`src/rtl/mcu_rst_pkg.sv`:
```
// Package: shared constants and types for the reset controller.
// Assumes: one machine cycle is twelve oscillator clocks.
package mcu_rst_pkg;
    localparam int unsigned MACH_CYC_CLKS  = 12;
    localparam int unsigned DEF_QUAL_CLKS  = 2 * MACH_CYC_CLKS;
    localparam int unsigned DEF_SYNC_DEPTH = 2;
    localparam int unsigned DEF_PC_W       = 16;

    // Pair of external bus strobes handled together.
    typedef struct packed {
        logic ale;
        logic psen;
    } bus_strb_t;
endpackage

```
`src/rtl/rst_sync.sv`:
```
// Module: rst_sync
// Brings an asynchronous level into the clock domain with a chain of flops.
// Assumes: STAGES >= 2; the synchronous reset clears the chain to 0.
module rst_sync #(
    parameter int unsigned STAGES = 2
) (
    input  logic clk,
    input  logic rst_n,
    input  logic d_async,
    output logic q_sync
);
    logic [STAGES-1:0] chain;

    // Shift the raw level through the synchroniser chain.
    always_ff @(posedge clk) begin
        if (!rst_n) begin
            chain <= '0;
        end else begin
            chain <= {chain[STAGES-2:0], d_async};
        end
    end

    assign q_sync = chain[STAGES-1];
endmodule

```
`src/rtl/rst_qualifier.sv`:
```
// Module: rst_qualifier
// Counts consecutive high samples of the synchronised reset level and
// accepts a reset when QUAL_CLKS samples in a row were high. The accepted
// reset lasts while the level stays high and drops one edge after a low.
// Assumes: QUAL_CLKS >= 2; input is already synchronous to clk.
module rst_qualifier #(
    parameter int unsigned QUAL_CLKS = 24
) (
    input  logic clk,
    input  logic rst_n,
    input  logic lvl,
    output logic rst_act,
    output logic rst_stb
);
    localparam int unsigned CW = $clog2(QUAL_CLKS);
    localparam logic [CW-1:0] LAST = CW'(QUAL_CLKS - 1);

    logic [CW-1:0] run_cnt;
    logic          run_full;

    assign run_full = (run_cnt == LAST);

    // Saturating count of consecutive high samples; restart on a low.
    always_ff @(posedge clk) begin
        if (!rst_n) begin
            run_cnt <= '0;
        end else if (!lvl) begin
            run_cnt <= '0;
        end else if (!run_full) begin
            run_cnt <= run_cnt + 1'b1;
        end
    end

    // Reset state: enter on the qualifying sample, hold while high.
    always_ff @(posedge clk) begin
        if (!rst_n) begin
            rst_act <= 1'b0;
            rst_stb <= 1'b0;
        end else begin
            rst_act <= lvl && (rst_act || run_full);
            rst_stb <= lvl && !rst_act && run_full;
        end
    end

    AST_RISE_QUALIFIED: assert property (@(posedge clk) disable iff (!rst_n)
        $rose(rst_act) |-> $past(run_cnt) == LAST);
    AST_HOLD_WHILE_HIGH: assert property (@(posedge clk) disable iff (!rst_n)
        (rst_act && lvl) |=> rst_act);
    AST_RELEASE_ON_LOW: assert property (@(posedge clk) disable iff (!rst_n)
        !lvl |=> !rst_act);
    AST_STB_SINGLE: assert property (@(posedge clk) disable iff (!rst_n)
        rst_stb |=> !rst_stb);
    AST_STB_IN_RESET: assert property (@(posedge clk) disable iff (!rst_n)
        rst_stb |-> rst_act);
endmodule

```
`src/rtl/por_flag.sv`:
```
// Module: por_flag
// Sticky power-on flag: set asynchronously by the power-up input, cleared
// only by a software clear request. No other reset touches it.
// Assumes: the clear request is synchronous to clk.
module por_flag (
    input  logic clk,
    input  logic pwr_up,
    input  logic clr_req,
    output logic flag
);
    // Asynchronous set on power-up, synchronous software clear.
    always_ff @(posedge clk or posedge pwr_up) begin
        if (pwr_up) begin
            flag <= 1'b1;
        end else if (clr_req) begin
            flag <= 1'b0;
        end
    end

    AST_FLAG_STICKY: assert property (@(posedge clk) disable iff (pwr_up)
        (flag && !clr_req) |=> flag);
    AST_FLAG_CLEARS: assert property (@(posedge clk) disable iff (pwr_up)
        clr_req |=> !flag);
endmodule

```
`src/rtl/mcu_rst_ctrl.sv`:
```
// Module: mcu_rst_ctrl (top)
// Qualifies the external reset pin, drives the core reset, zeroes the
// program counter and forces the bus strobes high during reset, issues
// the register-reset strobe and keeps the sticky power-on flag.
// Assumes: rst_n is a synchronous housekeeping reset; pwr_up is async.
module mcu_rst_ctrl
    import mcu_rst_pkg::*;
#(
    parameter int unsigned QUAL_CLKS  = DEF_QUAL_CLKS,
    parameter int unsigned SYNC_DEPTH = DEF_SYNC_DEPTH,
    parameter int unsigned PC_W       = DEF_PC_W
) (
    input  logic            clk,
    input  logic            rst_n,
    input  logic            pwr_up,
    input  logic            ext_rst,
    input  logic            reg_we,
    input  logic            reg_wbit,
    input  logic            ale_in,
    input  logic            psen_in,
    input  logic [PC_W-1:0] pc_in,
    output logic            core_rst,
    output logic            sfr_rst_stb,
    output logic            ale_out,
    output logic            psen_out,
    output logic [PC_W-1:0] pc_out,
    output logic            pwr_flag
);
    logic      ext_sync;
    logic      in_reset;
    logic      clr_req;
    bus_strb_t strb_core;
    bus_strb_t strb_pin;

    rst_sync #(.STAGES(SYNC_DEPTH)) u_sync (
        .clk     (clk),
        .rst_n   (rst_n),
        .d_async (ext_rst),
        .q_sync  (ext_sync)
    );

    rst_qualifier #(.QUAL_CLKS(QUAL_CLKS)) u_qual (
        .clk     (clk),
        .rst_n   (rst_n),
        .lvl     (ext_sync),
        .rst_act (in_reset),
        .rst_stb (sfr_rst_stb)
    );

    assign clr_req = reg_we && !reg_wbit;

    por_flag u_flag (
        .clk     (clk),
        .pwr_up  (pwr_up),
        .clr_req (clr_req),
        .flag    (pwr_flag)
    );

    // Override strobes and program counter while the core is held.
    always_comb begin
        strb_core.ale  = ale_in;
        strb_core.psen = psen_in;
        strb_pin       = in_reset ? '{ale: 1'b1, psen: 1'b1} : strb_core;
        pc_out         = in_reset ? '0 : pc_in;
    end

    assign core_rst = in_reset;
    assign ale_out  = strb_pin.ale;
    assign psen_out = strb_pin.psen;
endmodule

```
`config.mk`:
```
export PLATFORM = sky130hd
export DESIGN_NAME = mcu_rst_ctrl
export DESIGN_NICKNAME = d
export VERILOG_FILES = /design/src/rtl/mcu_rst_pkg.sv /design/src/rtl/rst_sync.sv /design/src/rtl/rst_qualifier.sv /design/src/rtl/por_flag.sv /design/src/rtl/mcu_rst_ctrl.sv
export SDC_FILE = /design/constraint.sdc
export NUM_CORES = 1
export LEC_CHECK = 0
export BUFFER_PORTS_ARGS = -buffer_cell sky130_fd_sc_hd__buf_2
export CAP_MARGIN = 0
export CORE_MARGIN = 2
export CORE_UTILIZATION = 37
export CTS_BUF_LIST = sky130_fd_sc_hd__clkbuf_4 sky130_fd_sc_hd__clkbuf_8 sky130_fd_sc_hd__clkbuf_16
export DETAILED_ROUTE_END_ITERATION = 10
export PLACE_DENSITY = 0.82
export SETUP_SLACK_MARGIN = 0.5
export SLEW_MARGIN = 20
export SYNTH_ARGS = -nofsm -noshare
export SYNTH_HDL_FRONTEND = slang
export SYNTH_SLANG_ARGS = --single-unit
```
`constraint.sdc`:
```
create_clock -name clk -period 1.88 [get_ports clk]
set_input_delay 0.188 -clock clk [delete_from_list [all_inputs] [get_ports clk]]
set_output_delay 0.188 -clock clk [all_outputs]
set_load 0.01 [all_outputs]
```
==> summary.txt <==
Status
  • Status: finished clean

Synth
  • Avg Inst Size Synth: a little under 9 um2
  • Cell variety after synth: 21
  • Fraction of the mapped netlist area in compound gates: 0.0617
  • Post-synth EDFFs: 0
  • Syn Inst Count: 56
  • FFs w/ async S/R, synth: 0.100
  • Main combinational cell family by area after synthesis: simple AND/OR/NAND/NOR gates
  • Cell type with the highest aggregate area in the netlist: dfxtp_1
  • Synthesis Warnings: 0
  • Sequential area share after synthesis: 0.424
  • Post-synth top area share: 0.370
  • XOR/XNOR share of the synthesized area: 0.0540
  • Register bit total from synthesis: 10
  • Post-synth top flop: dfxtp_1
  • Most frequent cell after synthesis: nor2b_1
  • Multiplexer share of the synthesized area: 0
  • Mapped Area: about 500 um2
  • Adder-Cell Fraction of Synth Area: 0.0257
  • Synthesized Nets: 81
  • Synth area leaders: dfxtp_1, nor2b_1, dfstp_2
  • Synth cell count leaders: nor2b_1, dfxtp_1, nor2_1
  • Simple-gate portion of the synthesized area: 0.404

Critical path
  • CP Data Arrival Time: 1.11 ns
  • CP top delay family: flip-flops
  • Worst Setup Start Kind: register
  • CP bufs+invs: 1
  • Crit Path Max Fanout: 21
  • Worst setup path class: reg -> out
  • Slowest CP cell: dfxtp_4
  • Worst Setup End Kind: output pin
  • Worst Path Required: 1.69 ns
  • Crit-path cells: or2_2 > buf_2
  • Crit-path max cell delay: approximately 0.4 ns

Place
  • PortBufs: 44
  • GPL Wtd Cong: 0.828
  • Post-place setup slack: 0.685 ns
  • Hpwl dp: 927 um

Power
  • Leakage: 0.392 nW
  • Net Sw Frac: 0.225
  • Power Internal: 0.352 mW
  • Clock network fraction of design power: 0.369
  • Max VDD drop: 0.000306 V
  • Switching Power: 0.102 mW
  • Flop pwr share: 0.473
  • Combinational power share: 0.158
  • Power Density: around 600 mW/mm2

Route
  • # DRC: 0
  • Vias: 546
  • DR vias/cell: 4.63
  • Post-DR wirelength/cell: 10.8 um
  • Final WL: 1270 um
  • Iteration-0 DRC Markers: 9
  • ANT nets after route: 0
  • Drt pass-1 iters: 4

Cells and area
  • Area growth from synthesis to layout: 56.6%
  • Filler cells: 111
  • Final #Nets: approximately 130
  • Layout cells sized above 1: 0.515
  • Diodes inserted: 0

STA
  • Final setup fails: 0
  • Final Cycle Share: 0.689
  • Clock Skew: 0.00798 ns
  • Least-Margin Pin Slew: 0.220 ns
  • Relative slew slack: 0.853
  • Final hold vios: 0
  • Setup TNS Final: 0 ns
  • Crit path time final: 1.29 ns
  • Setup ws final: 0.585 ns
  • Unrepaired setup endpoints after global routing: false
  • F_max: 772 MHz
  • Fin. max-slew vios: 0

Global routing
  • Remaining Overflow, GRT: 0
  • GRT Total Usage: 0.168
  • Vias in the first global route: 402
  • Initial antenna violation count: 0
  • First-pass GRT wire length: 1660 um
  • Largest net degree at the start of global routing: 22

CTS
  • CTS Buf Count: 3
  • H-tree levels: 1
  • Post-CTS Setup Bufs: 0
  • Reg clk slew, reported paths: 0.07 ns
  • Clock root cell: clkbuf_4
  • Worst-skew pair later-pin latency: approximately 0.27 ns
  • Sink Count: 10
  • CTS tree: built
  • CTS max path bufs: 2

Floorplan
  • Num rows: 13
  • Die Wd: 40.3 um
  • Core ar.: approximately 0.0013 mm2
  • Die ar.: 0.00162 mm2
  • I/O pins: 45
  • Die Ht: 40.3 um
  • Initial core utilization: 0.384

Min path
  • Hold Crit Class: in -> reg

Flow run
  • MaxCap Viol Count: 0
-- per-stage QoR --
step	cells	instance area [um2]	total power, mW	util	hold WS [ns]
after floorplan	56	487	0.250	-	0.0777
after global placement	113	718	0.290	0.566	0.180
after detailed placement	113	718	0.291	0.566	0.187
after CTS	118	759	0.464	0.599	0.0636
after global routing	118	762	0.490	0.601	0.0798
final	118	762	0.454	0.601	0.0915
-- power groups by stage --
stage | combinational, mW | sequential (mW) | clock, mW
floorplan | 0.0300 | 0.220 | 0
global route | 0.0817 | 0.215 | 0.193
global placement | 0.0693 | 0.221 | 0
finish | 0.0716 | 0.215 | 0.168
detailed placement | 0.0704 | 0.221 | 0
CTS | 0.0723 | 0.216 | 0.175
-- layout make-up --
type                            instances  area (um2)  share of cell area
Timing Repair Buffer                   45         230               0.302
Sequential cell                        10         210               0.276
Inverter                                2        7.51             0.00985
Clock buffer                            4        30.0              0.0394
Tap cell                               15        18.8              0.0246
Multi-Input combinational cell         42         265               0.348
-- timing repair --
| item | CTS | global route |
|---|---|---|
| gates resized for setup | 1 | 1 |
| cloned | 0 | 0 |
| hold buffers | 1 | 0 |
| endpoints found under the setup margin | 19 | 2 |
| hold endpoints to repair | 1 | 0 |
-- routing by layer --
layer / wire (um) / GRT usage / up-vias
met5: 0 / 0 / -
met4: 24 / 0.117 / 0
met3: 165 / 0.0667 / 4
met2: 636 / 0.302 / 30
met1: 444 / 0.153 / 236
li1: - / - / 276
-- state kept, by name (all words and copies together), names as in the netlist --
name	count
u_qual.rst_stb	1
u_qual.rst_act	1
u_sync.chain	2
u_flag.flag	1
u_qual.run_cnt	5
-- cells in the final DEF, fill, tap and decap left out --
master         instances
nor2_1                 4
dfxtp_1                8
dlygate4sd3_1          1
a21oi_2                1
nand3_1                2
a21boi_0               1
dfstp_2                1
or2_2                  2
nand2b_1               1
buf_2                 44
a31oi_1                1
dfxtp_4                1
nand2_1                3
xor2_1                 2
clkbuf_4               4
inv_1                  2
ha_1                   1
nor3_1                 2
xnor2_1                1
o211ai_1               1
and2_1                 2
and4b_1                1
nand4b_1               1
nor2b_1               16
-- worst paths after layout --
kind,cells after the start,endpoint,from,slack (ns)
setup / recovery,2,ale_out,u_qual.rst_act,0.59
hold / removal,2,u_flag.flag,reg_we,0.09
setup reg to reg,4,u_qual.run_cnt[0],u_qual.run_cnt[0],0.69
hold reg to reg,1,u_sync.chain[1],u_sync.chain[0],0.46
max in group asynchronous,3,u_flag.flag,pwr_up,1.41
min in group asynchronous,3,u_flag.flag,pwr_up,0.45
-- logic make-up after synthesis --
logic type | after synthesis
AO/OA/AOI/OAI | 4
buffers and inverters | 4
XOR/XNOR | 3
flip-flops | 10
adder cells (fa/ha/maj) | 1
AND/OR/NAND/NOR | 34
(Power assumes the default switching activity.)
